===== src/rtl/nxp_pkg.sv =====
package nxp_pkg;

  typedef enum logic [1:0] {
    KIND_SEQ     = 2'd0,
    KIND_CC      = 2'd1,
    KIND_REG     = 2'd2,
    KIND_SEQ_ALT = 2'd3
  } brKind_e;

  // strobes from control to datapath; at most one is set
  typedef struct packed {
    logic takeBranch;
    logic skipSlot;
    logic illegal;
  } pcStrobe_t;

  localparam logic [1:0] CC_SUB_WIDE = 2'd2;

endpackage


===== src/rtl/nxp_ctrl.sv =====
module nxp_ctrl
  import nxp_pkg::*;
#(
  parameter int REG_W = 64
) (
  input  logic             clk,
  input  logic             rstN,
  input  brKind_e          kind,
  input  logic [1:0]       ccSub,
  input  logic [3:0]       brCond,
  input  logic [3:0]       narrowFlags,
  input  logic [3:0]       wideFlags,
  input  logic [2:0]       regCond,
  input  logic [REG_W-1:0] regVal,
  input  logic             annul,
  output pcStrobe_t        strobe
);

  logic [3:0] selFlags;
  logic       ccHit;
  logic       regHit;
  logic       regReserved;
  logic       isBranch;
  logic       hit;
  logic       sgn;
  logic       isZero;

  function automatic logic condHolds(input logic [3:0] c, input logic [3:0] f);
    logic n, z, v, cy, res;
    {n, z, v, cy} = f;
    unique case (c)
      4'h0: res = 1'b0;
      4'h1: res = z;
      4'h2: res = z | (n ^ v);
      4'h3: res = n ^ v;
      4'h4: res = cy | z;
      4'h5: res = cy;
      4'h6: res = n;
      4'h7: res = v;
      4'h8: res = 1'b1;
      4'h9: res = ~z;
      4'hA: res = ~(z | (n ^ v));
      4'hB: res = ~(n ^ v);
      4'hC: res = ~(cy | z);
      4'hD: res = ~cy;
      4'hE: res = ~n;
      default: res = ~v;
    endcase
    return res;
  endfunction

  assign selFlags = (ccSub == CC_SUB_WIDE) ? wideFlags : narrowFlags;
  assign ccHit    = condHolds(brCond, selFlags);

  assign sgn    = regVal[REG_W-1];
  assign isZero = (regVal == '0);

  always_comb begin
    regHit      = 1'b0;
    regReserved = 1'b0;
    unique case (regCond)
      3'd1: regHit = isZero;
      3'd2: regHit = sgn | isZero;
      3'd3: regHit = sgn;
      3'd5: regHit = ~isZero;
      3'd6: regHit = ~sgn & ~isZero;
      3'd7: regHit = ~sgn;
      default: regReserved = 1'b1;
    endcase
  end

  always_comb begin
    isBranch = 1'b0;
    hit      = 1'b0;
    strobe   = '0;
    unique case (kind)
      KIND_CC: begin
        isBranch = 1'b1;
        hit      = ccHit;
      end
      KIND_REG: begin
        isBranch       = ~regReserved;
        hit            = regHit;
        strobe.illegal = regReserved;
      end
      default: begin
        isBranch = 1'b0;
        hit      = 1'b0;
      end
    endcase
    strobe.takeBranch = isBranch & hit;
    strobe.skipSlot   = isBranch & ~hit & annul;
  end

  AST_STROBE_EXCL: assert property (@(posedge clk) disable iff (!rstN)
    $onehot0({strobe.takeBranch, strobe.skipSlot, strobe.illegal}));
  AST_NEVER_COND: assert property (@(posedge clk) disable iff (!rstN)
    (kind == KIND_CC && brCond == 4'h0) |-> !strobe.takeBranch);
  AST_ALWAYS_COND: assert property (@(posedge clk) disable iff (!rstN)
    (kind == KIND_CC && brCond == 4'h8) |-> strobe.takeBranch);
  AST_RESERVED_RCOND: assert property (@(posedge clk) disable iff (!rstN)
    (kind == KIND_REG && regCond[1:0] == 2'b00) |-> (strobe.illegal && !strobe.skipSlot));
  AST_SEQ_KIND: assert property (@(posedge clk) disable iff (!rstN)
    (kind == KIND_SEQ || kind == KIND_SEQ_ALT) |-> (strobe == '0));

endmodule


===== src/rtl/nxp_dpath.sv =====
module nxp_dpath
  import nxp_pkg::*;
#(
  parameter int ADDR_W     = 64,
  parameter int SLOT_BYTES = 4
) (
  input  logic              clk,
  input  logic              rstN,
  input  logic              instValid,
  input  pcStrobe_t         strobe,
  input  logic [ADDR_W-1:0] curPc,
  input  logic [ADDR_W-1:0] curNpc,
  input  logic [ADDR_W-1:0] curNnpc,
  input  logic [ADDR_W-1:0] disp,
  output logic [ADDR_W-1:0] nextNpc,
  output logic [ADDR_W-1:0] nextNnpc,
  output logic              taken,
  output logic              illegalInst
);

  localparam logic [ADDR_W-1:0] SLOT_STEP = ADDR_W'(SLOT_BYTES);

  logic [ADDR_W-1:0] target;
  logic [ADDR_W-1:0] skipNnpc;
  logic [ADDR_W-1:0] npcD;
  logic [ADDR_W-1:0] nnpcD;

  assign target   = curPc + disp;
  assign skipNnpc = curNnpc + SLOT_STEP;

  always_comb begin
    npcD  = curNpc;
    nnpcD = curNnpc;
    if (strobe.takeBranch) begin
      nnpcD = target;
    end else if (strobe.skipSlot) begin
      npcD  = curNnpc;
      nnpcD = skipNnpc;
    end
  end

  always_ff @(posedge clk or negedge rstN) begin
    if (!rstN) begin
      nextNpc     <= '0;
      nextNnpc    <= '0;
      taken       <= 1'b0;
      illegalInst <= 1'b0;
    end else if (instValid) begin
      nextNpc     <= npcD;
      nextNnpc    <= nnpcD;
      taken       <= strobe.takeBranch;
      illegalInst <= strobe.illegal;
    end
  end

  AST_HOLD_STATE: assert property (@(posedge clk) disable iff (!rstN)
    !instValid |=> ($stable(nextNpc) && $stable(nextNnpc) && $stable(taken) && $stable(illegalInst)));
  AST_TAKEN_TARGET: assert property (@(posedge clk) disable iff (!rstN)
    (instValid && strobe.takeBranch) |=> (taken && nextNpc == $past(curNpc) && nextNnpc == $past(curPc) + $past(disp)));
  AST_ANNUL_SKIP: assert property (@(posedge clk) disable iff (!rstN)
    (instValid && strobe.skipSlot) |=> (!taken && nextNpc == $past(curNnpc) && nextNnpc == nextNpc + SLOT_STEP));
  AST_ILLEGAL_SEQ: assert property (@(posedge clk) disable iff (!rstN)
    (instValid && strobe.illegal) |=> (illegalInst && !taken && nextNpc == $past(curNpc) && nextNnpc == $past(curNnpc)));

endmodule


===== src/rtl/delay_slot_nextpc.sv =====
module delay_slot_nextpc
  import nxp_pkg::*;
#(
  parameter int ADDR_W     = 64,
  parameter int REG_W      = 64,
  parameter int SLOT_BYTES = 4
) (
  input  logic              clk,
  input  logic              rstN,
  input  logic              instValid,
  input  logic [1:0]        brKind,
  input  logic [1:0]        ccSub,
  input  logic [3:0]        brCond,
  input  logic [3:0]        narrowFlags,
  input  logic [3:0]        wideFlags,
  input  logic [2:0]        regCond,
  input  logic [REG_W-1:0]  regVal,
  input  logic              annul,
  input  logic [ADDR_W-1:0] curPc,
  input  logic [ADDR_W-1:0] curNpc,
  input  logic [ADDR_W-1:0] curNnpc,
  input  logic [ADDR_W-1:0] disp,
  output logic [ADDR_W-1:0] nextNpc,
  output logic [ADDR_W-1:0] nextNnpc,
  output logic              taken,
  output logic              illegalInst
);

  pcStrobe_t strobe;

  nxp_ctrl #(.REG_W(REG_W)) u_ctrl (
    .clk        (clk),
    .rstN       (rstN),
    .kind       (brKind_e'(brKind)),
    .ccSub      (ccSub),
    .brCond     (brCond),
    .narrowFlags(narrowFlags),
    .wideFlags  (wideFlags),
    .regCond    (regCond),
    .regVal     (regVal),
    .annul      (annul),
    .strobe     (strobe)
  );

  nxp_dpath #(.ADDR_W(ADDR_W), .SLOT_BYTES(SLOT_BYTES)) u_dpath (
    .clk        (clk),
    .rstN       (rstN),
    .instValid  (instValid),
    .strobe     (strobe),
    .curPc      (curPc),
    .curNpc     (curNpc),
    .curNnpc    (curNnpc),
    .disp       (disp),
    .nextNpc    (nextNpc),
    .nextNnpc   (nextNnpc),
    .taken      (taken),
    .illegalInst(illegalInst)
  );

endmodule


===== config.mk =====
export PLATFORM = sky130hd
export DESIGN_NAME = delay_slot_nextpc
export DESIGN_NICKNAME = d
export VERILOG_FILES = /design/src/rtl/nxp_pkg.sv /design/src/rtl/nxp_ctrl.sv /design/src/rtl/nxp_dpath.sv /design/src/rtl/delay_slot_nextpc.sv
export SDC_FILE = /design/constraint.sdc
export NUM_CORES = 1
export LEC_CHECK = 0
export CAP_MARGIN = 20
export CORE_AREA = 2 2 183 185
export CTS_BUF_LIST = sky130_fd_sc_hd__clkbuf_4 sky130_fd_sc_hd__clkbuf_8
export DETAILED_ROUTE_END_ITERATION = 10
export DIE_AREA = 0 0 185 187
export GPL_ROUTABILITY_DRIVEN = 0
export GPL_TIMING_DRIVEN = 0
export PLACE_DENSITY = 0.68
export SYNTH_ARGS = -nofsm -noshare
export SYNTH_HDL_FRONTEND = slang
export SYNTH_HIERARCHICAL = 1
export SYNTH_SLANG_ARGS = --single-unit

===== constraint.sdc =====
create_clock -name clk -period 1 [get_ports clk]
set_clock_uncertainty 0.1 [all_clocks]
set_input_delay 0.15 -clock clk [delete_from_list [all_inputs] [get_ports clk]]
set_output_delay 0.15 -clock clk [all_outputs]
set_load 0.02 [all_outputs]

==> results of run 1 <==
state kept, by name, summed over array words and instances (netlist names):
name and count:
u_dpath/illegalInst 1, u_dpath/nextNnpc 64, u_dpath/nextNpc 64, u_dpath/taken 1
power groups by stage:
stage	clock network, µW	logic [µW]	registers (µW)
global route	4680	9670	6360
detailed placement	0	8410	6270
floorplan	0	3470	6950
global placement	0	8330	6260
finish	4350	9110	6300
CTS	4440	8850	6290
routing by layer:
| layer | routed length, µm | share of wire | GRT usage |
|---|---|---|---|
| met1 | 20800 | 0.40 | 0.344 |
| met2 | 25400 | 0.49 | 0.494 |
| met3 | 3380 | 0.065 | 0.0553 |
| met5 | 0 | 0 | 0 |
| met4 | 2330 | 0.045 | 0.139 |
cells by family after synthesis:
logic type	count (synthesis)
adders and majority gates	67
and+or+nand+nor	497
AOI/OAI and AO/OA	414
DFF	130
muxes	94
xor gates and xnor gates	115
buffers and inverters	106
critical path, stage by stage:
cell	delay, ns
clkdlybuf4s50_1	0.71
and3_1	0.29
nand3_1	0.36
nor4_1	1.19
and4_4	0.42
nand4_1	0.14
xor2_1	0.20
nand2b_1	0.10
nand3_1	0.07
o21ai_1	0.06
a31o_1	0.21
worst paths after layout:
path	endpoint	startpoint	slack (ns)	cells past startpoint
max	u_dpath/nextNnpc[60]	curNnpc[30]	-2.65	11
min	u_dpath/nextNpc[11]	rstN	-0.49	1
max reg2reg	u_dpath/nextNnpc[30]	u_dpath/nextNnpc[30]	-0.03	2
min reg2reg	u_dpath/nextNnpc[39]	u_dpath/nextNnpc[39]	0.42	2
max in group asynchronous	u_dpath/nextNnpc[57]	rstN	0.48	2
min in group clk	u_dpath/nextNnpc[62]	instValid	0.07	3
Yosys cell counts, drive strengths merged (9+ instances only):
cell | number | area [µm²]
a21oi | 215 | 1080
nor2 | 187 | 702
dfrtp | 130 | 3250
nand2 | 91 | 342
mux2i | 81 | 811
clkbuf | 67 | 251
ha | 66 | 826
xor2 | 62 | 543
o21ai | 56 | 280
xnor2 | 53 | 464
nand4 | 49 | 307
nand3 | 39 | 195
a21o | 37 | 278
nor4 | 24 | 184
inv | 20 | 75.1
buf | 19 | 92.6
nand2b | 19 | 119
and3 | 17 | 106
nor3 | 16 | 85.1
a31oi | 15 | 93.8
nor2b | 15 | 93.8
mux2 | 13 | 146
and4 | 11 | 96.3
o21bai | 11 | 82.6
o21a | 10 | 75.1
o221ai | 10 | 87.6
a211oi | 9 | 90.1
area by class of cell:
type                            count  area, µm²
Antenna cell                        3       7.51
Clock buffer                       20        263
Timing Repair Buffer              540       5440
Buffer                             81        538
Clock inverter                     12        108
Tap cell                          448        561
Inverter                           20       82.6
Multi-Input combinational cell   1187       8650
Fill cell                        3005      14000
Sequential cell                   130       3250
metrics by stage:
step                      setup WS [ns]  hold slack, ns  instance area (µm²)  std cells
after floorplan                   -2.43          -0.246                11800       1423
after global placement            -5.92           0.379                17100       2342
after detailed placement          -4.11          0.0349                17100       2343
after CTS                         -2.61          -0.478                18500       2427
after global routing              -2.64          -0.463                18900       2441
final                             -2.65          -0.486                18900       2441
what timing repair did:
item | CTS | global route
resized for setup | 1002 | 103
setup buffers | 55 | 17
pin swaps | 75 | 72
endpoints found under the hold margin | 51 | 50
setup endpoints to repair | 260 | 259
==> results.yml, run 1 <==
power:
  peakVddDrop_v: 0.000780
  p_int_uw: 12200
  p_total_uw: 19800
  power-per-cell-area_nw_per_um2: 1040
  leakagePower_uw: 0.00780
  p_sw_uw: 7540
  power_frac_comb: 0.461
  p_sw_frac: 0.382
  p_seq_frac: 0.319
  p_clk_frac: 0.220
floorplan:
  ioPinCount: 473
  fp-row-count: 67
  core_area_um2: 32900
  die_area_um2: 34600
  start_util: 0.349
  die_width_um: 185
  die_y_um: 187
clocking:
  cts_sinks: 130
  clk_pin_slew_worst_paths_ns: 0.08
  clock-root-buffer: "clkbuf_8"
  clock_latency_ns: 0.47
  cts.path.max_buffers: 2
  cts_tree: "done"
  numCtsBuffers: 17
  h-tree-depth: 4
route:
  drtAntennaViolNets: 0
  firstDrtPassIters: 5
  dr_total_vias: 13400
  drc: 0
  avgViaCountPerCell: 5.49
  wirelength_um: 51900
  first_iter_violations: 930
  avgRoutedWirePerCell_um: 21.3
outcome:
  violations: "negative hold slack, negative setup slack"
  run_status: "complete, but fails checks"
setup_path:
  cp-start-kind: "input pin"
  crit_fanout: 8
  critPathArrivalTime_ns: 3.91
  crit_required_ns: 1.26
  end_kind: "flip-flop"
  worstSetupPathType: "input pin to flip-flop"
global_route:
  grt_max_degree: 81
  grt_use_total: 0.288
  grt.overflow.total: 0
  antenna_found_initial: 3
  grt_pass1_vias: 13400
  grt_first_pass_wirelength_um: 75700
sta:
  timing.final.crit_share: 3.65
  max_slew.worst_pin.slew_ns: 1.33
  fin_ws_ns: -2.65
  setup_violations: 259
  setup-tns-final_ns: -290.01
  holdWs_ns: -0.486
  grt_setup_unrepaired: "true"
  min_period_ns: 3.65
  slew_headroom: 0.107
  report.final.slew_viol_count: 0
  hold_viol: 90
  max_freq_mhz: 274
layout:
  layout_commonest_cell: "clkdlybuf4s50_1"
  final_cell_mix: "271 x clkdlybuf4s50_1, 206 x a21oi_1, 175 x nor2_1"
  drive_above_1_share: 0.222
  final_util: 0.575
  syn2layout_area_growth_pct: 65.0
  fin_nets: 2387
synth:
  avgSynthCellArea_um2: 8.05
  synth.cell_area_um2: 11500
  yosys.area_share.simple: 0.214
  synth_cell_type_count: 76
  synth_seq_cells: 130
  ys_async_sr_fraction: 1.00
  synth_compound_area_frac: 0.220
  syn_nets: 1833
  synth_mux_area_frac: 0.0835
  yosysWarnings: 6
  synth_top_family_by_area: "compound AO/OA/AOI/OAI gates"
  synth_edf_count: 0
  ys_seq_area_frac: 0.284
  yosys.area_share.adder: 0.0738
  synthFlopType: "dfrtp_1"
  synth_cells: 1423
  synth_xor_area_frac: 0.0879
placed_design:
  port_buffers: 471
  dp_hpwl_um: 41400
run:
  drv_cap: 0
worst_hold_path:
  hp-class: "input pin to asynchronous set/reset pin"
(Power assumes the default switching activity.)
==> run 2: changes to the inputs <==
--- a/config.mk
+++ b/config.mk
@@ -12,7 +12,8 @@
 export DIE_AREA = 0 0 185 187
 export GPL_ROUTABILITY_DRIVEN = 0
 export GPL_TIMING_DRIVEN = 0
-export PLACE_DENSITY = 0.68
+export PLACE_DENSITY = 0.66
+export RECOVER_POWER = 50
 export SYNTH_ARGS = -nofsm -noshare
 export SYNTH_HDL_FRONTEND = slang
 export SYNTH_HIERARCHICAL = 1
==> run 2 against run 1 <==
Net effect: the run still ends with negative hold slack, negative setup slack left; power rose by 1.8%; clock-buffer cell count unchanged; combinational power is essentially flat; via count grew 0.13%; critical path depth up 6; hold slack improved by 0.18 ns; critical endpoint is now u_dpath/nextNnpc[57].
==> results.yml, run 2 (same netlist as run 1, synthesis figures left out) <==
layout:
  final_area_um2: 19100
  syn2layout_area_growth_pct: 66.5
  drive_above_1_share: 0.231
  top_regs: "u_dpath/nextNnpc: 64 flops, u_dpath/nextNpc: 64 flops"
  final_cell_mix: "267 x clkdlybuf4s50_1, 207 x a21oi_1, 176 x nor2_1"
  final_util: 0.580
  fin_nets: 2397
  layout_commonest_cell: "clkdlybuf4s50_1"
  fill_cells: 3017
setup_path:
  worstSetupPathType: "input pin to flip-flop"
  crit_required_ns: 1.30
  critPathArrivalTime_ns: 3.82
  cp-start-kind: "input pin"
  cp_common_cell: "and4_4"
  crit_chain: "buf_6, nor4_4, nand4_1, nor4_4, xor2_1, a311oi_2, and4_4, and4_4, and4_4, buf_6, and2_4, and3_4, and4b_2, nand3_2, xor2_2, a21oi_2, o311a_1"
  crit_fanout: 5
  reg2reg_slack_ns: -0.06
  cpMaxStageDelayCell: "nor4_4"
  critPathMaxStageDelay_ns: 0.41
  end_kind: "flip-flop"
floorplan:
  fp-row-count: 67
  start_util: 0.349
  die_area_um2: 34600
  die_y_um: 187
  die_width_um: 185
  core_area_um2: 32900
  ioPinCount: 473
route:
  avgViaCountPerCell: 5.48
  dr_total_vias: 13400
  drt-met1-wl_um: 21100
  highest_layer: "met5"
  firstDrtPassIters: 5
  first_iter_violations: 955
  route.met3.wl_um: 3470
  wirelength_um: 52700
  wl_met2_um: 26100
  avgRoutedWirePerCell_um: 21.5
  drc: 0
  drtAntennaViolNets: 0
clocking:
  clk_pin_slew_worst_paths_ns: 0.09
  h-tree-depth: 4
  clock_latency_ns: 0.44
  cts_tree: "done"
  cts_sinks: 130
  clock-root-buffer: "clkbuf_8"
  cts.path.max_buffers: 2
  numCtsBuffers: 17
global_route:
  grt_max_degree: 77
  grt_pass1_vias: 13200
  grt_use_total: 0.295
  grt_first_pass_wirelength_um: 77400
  grt.overflow.total: 0
  antenna_found_initial: 6
sta:
  setup_violations: 259
  min_period_ns: 3.52
  slew_headroom: 0.414
  fin_ws_ns: -2.52
  hold_viol: 54
  timing.final.crit_share: 3.52
  max_freq_mhz: 284
  max_slew.worst_pin.slew_ns: 0.879
  grt_setup_unrepaired: "true"
  holdWs_ns: -0.310
  report.final.slew_viol_count: 0
outcome:
  violations: "negative hold slack, negative setup slack"
  run_status: "complete, but fails checks"
worst_hold_path:
  hp-class: "input pin to asynchronous set/reset pin"
run:
  drv_cap: 0
placed_design:
  port_buffers: 471
  dp_hpwl_um: 42000
  post_dp_cell_area_um2: 17100
  dp_slack_ns: -3.83
power:
  p_total_uw: 20100
  power-per-cell-area_nw_per_um2: 1050
  peakVddDrop_v: 0.000767
  leakagePower_uw: 0.00785
run 2: cell count changes in the layout (fill, tap and decap cells not counted), sizes merged:
cell and change:
dlygate4sd2 -26, buf +22, clkdlybuf4s15 +16, clkdlybuf4s50 -4
dlymetal6s2s +3, clkinvlp +2, diode -2, inv -2
bufinv +1, clkbuf -1, clkinv -1
run 2: worst max-delay path: cells and delay by family:
family | cells | cell delay (ns)
compound gates | 3 | 0.60
xor+xnor | 2 | 0.31
buf+inv | 2 | 0.19
simple gates | 10 | 2.58
run 2: power breakdown:
group	switching, µW	internal, µW
clock network	2300	2370
registers	469	5830
logic	4810	4330
run 2: what timing repair did:
item,in CTS,in global routing
endpoints found under the hold margin,54,54
setup endpoints to repair,260,259
gates resized for setup,1103,74
setup buffers,60,22
cloned,3,1
pin swaps,89,81
run 2: per-stage QoR:
step / setup TNS (ns) / std cells
final: -285.20 / 2449
after global placement: -1177.65 / 2342
after floorplan: -227.10 / 1423
after detailed placement: -418.28 / 2343
after global routing: -307.23 / 2449
after CTS: -282.39 / 2434
run 2: path summary, 6_finish.rpt:
path                       depth (start not counted)                   end            startpoint
setup / recovery                                  17  u_dpath/nextNnpc[57]            regVal[38]
hold / removal                                     1   u_dpath/nextNpc[15]                  rstN
setup reg to reg                                   4  u_dpath/nextNnpc[60]  u_dpath/nextNnpc[60]
hold reg to reg                                    2  u_dpath/nextNnpc[39]  u_dpath/nextNnpc[39]
max in group asynchronous                          2  u_dpath/nextNnpc[47]                  rstN
min in group clk                                   3  u_dpath/nextNnpc[62]             instValid
run 2: routing by layer:
| layer | vias to the layer above | global-route usage |
|---|---|---|
| met5 | - | 0 |
| met4 | 2 | 0.109 |
| met3 | 94 | 0.0537 |
| met2 | 547 | 0.514 |
| met1 | 6470 | 0.360 |
| li1 | 6299 | - |
run 2: layout make-up:
cell class | instances | area [µm²] | share of cell area
sequential | 130 | 3250 | 0.171
tap | 448 | 561 | 0.0294
clock inverter | 12 | 134 | 0.00702
antenna | 1 | 2.50 | 0.000131
timing repair buffer | 550 | 5550 | 0.291
multi-input combinational | 1187 | 8660 | 0.454
buffer | 81 | 553 | 0.0290
clock buffer | 20 | 269 | 0.0141
inverter | 20 | 82.6 | 0.00433
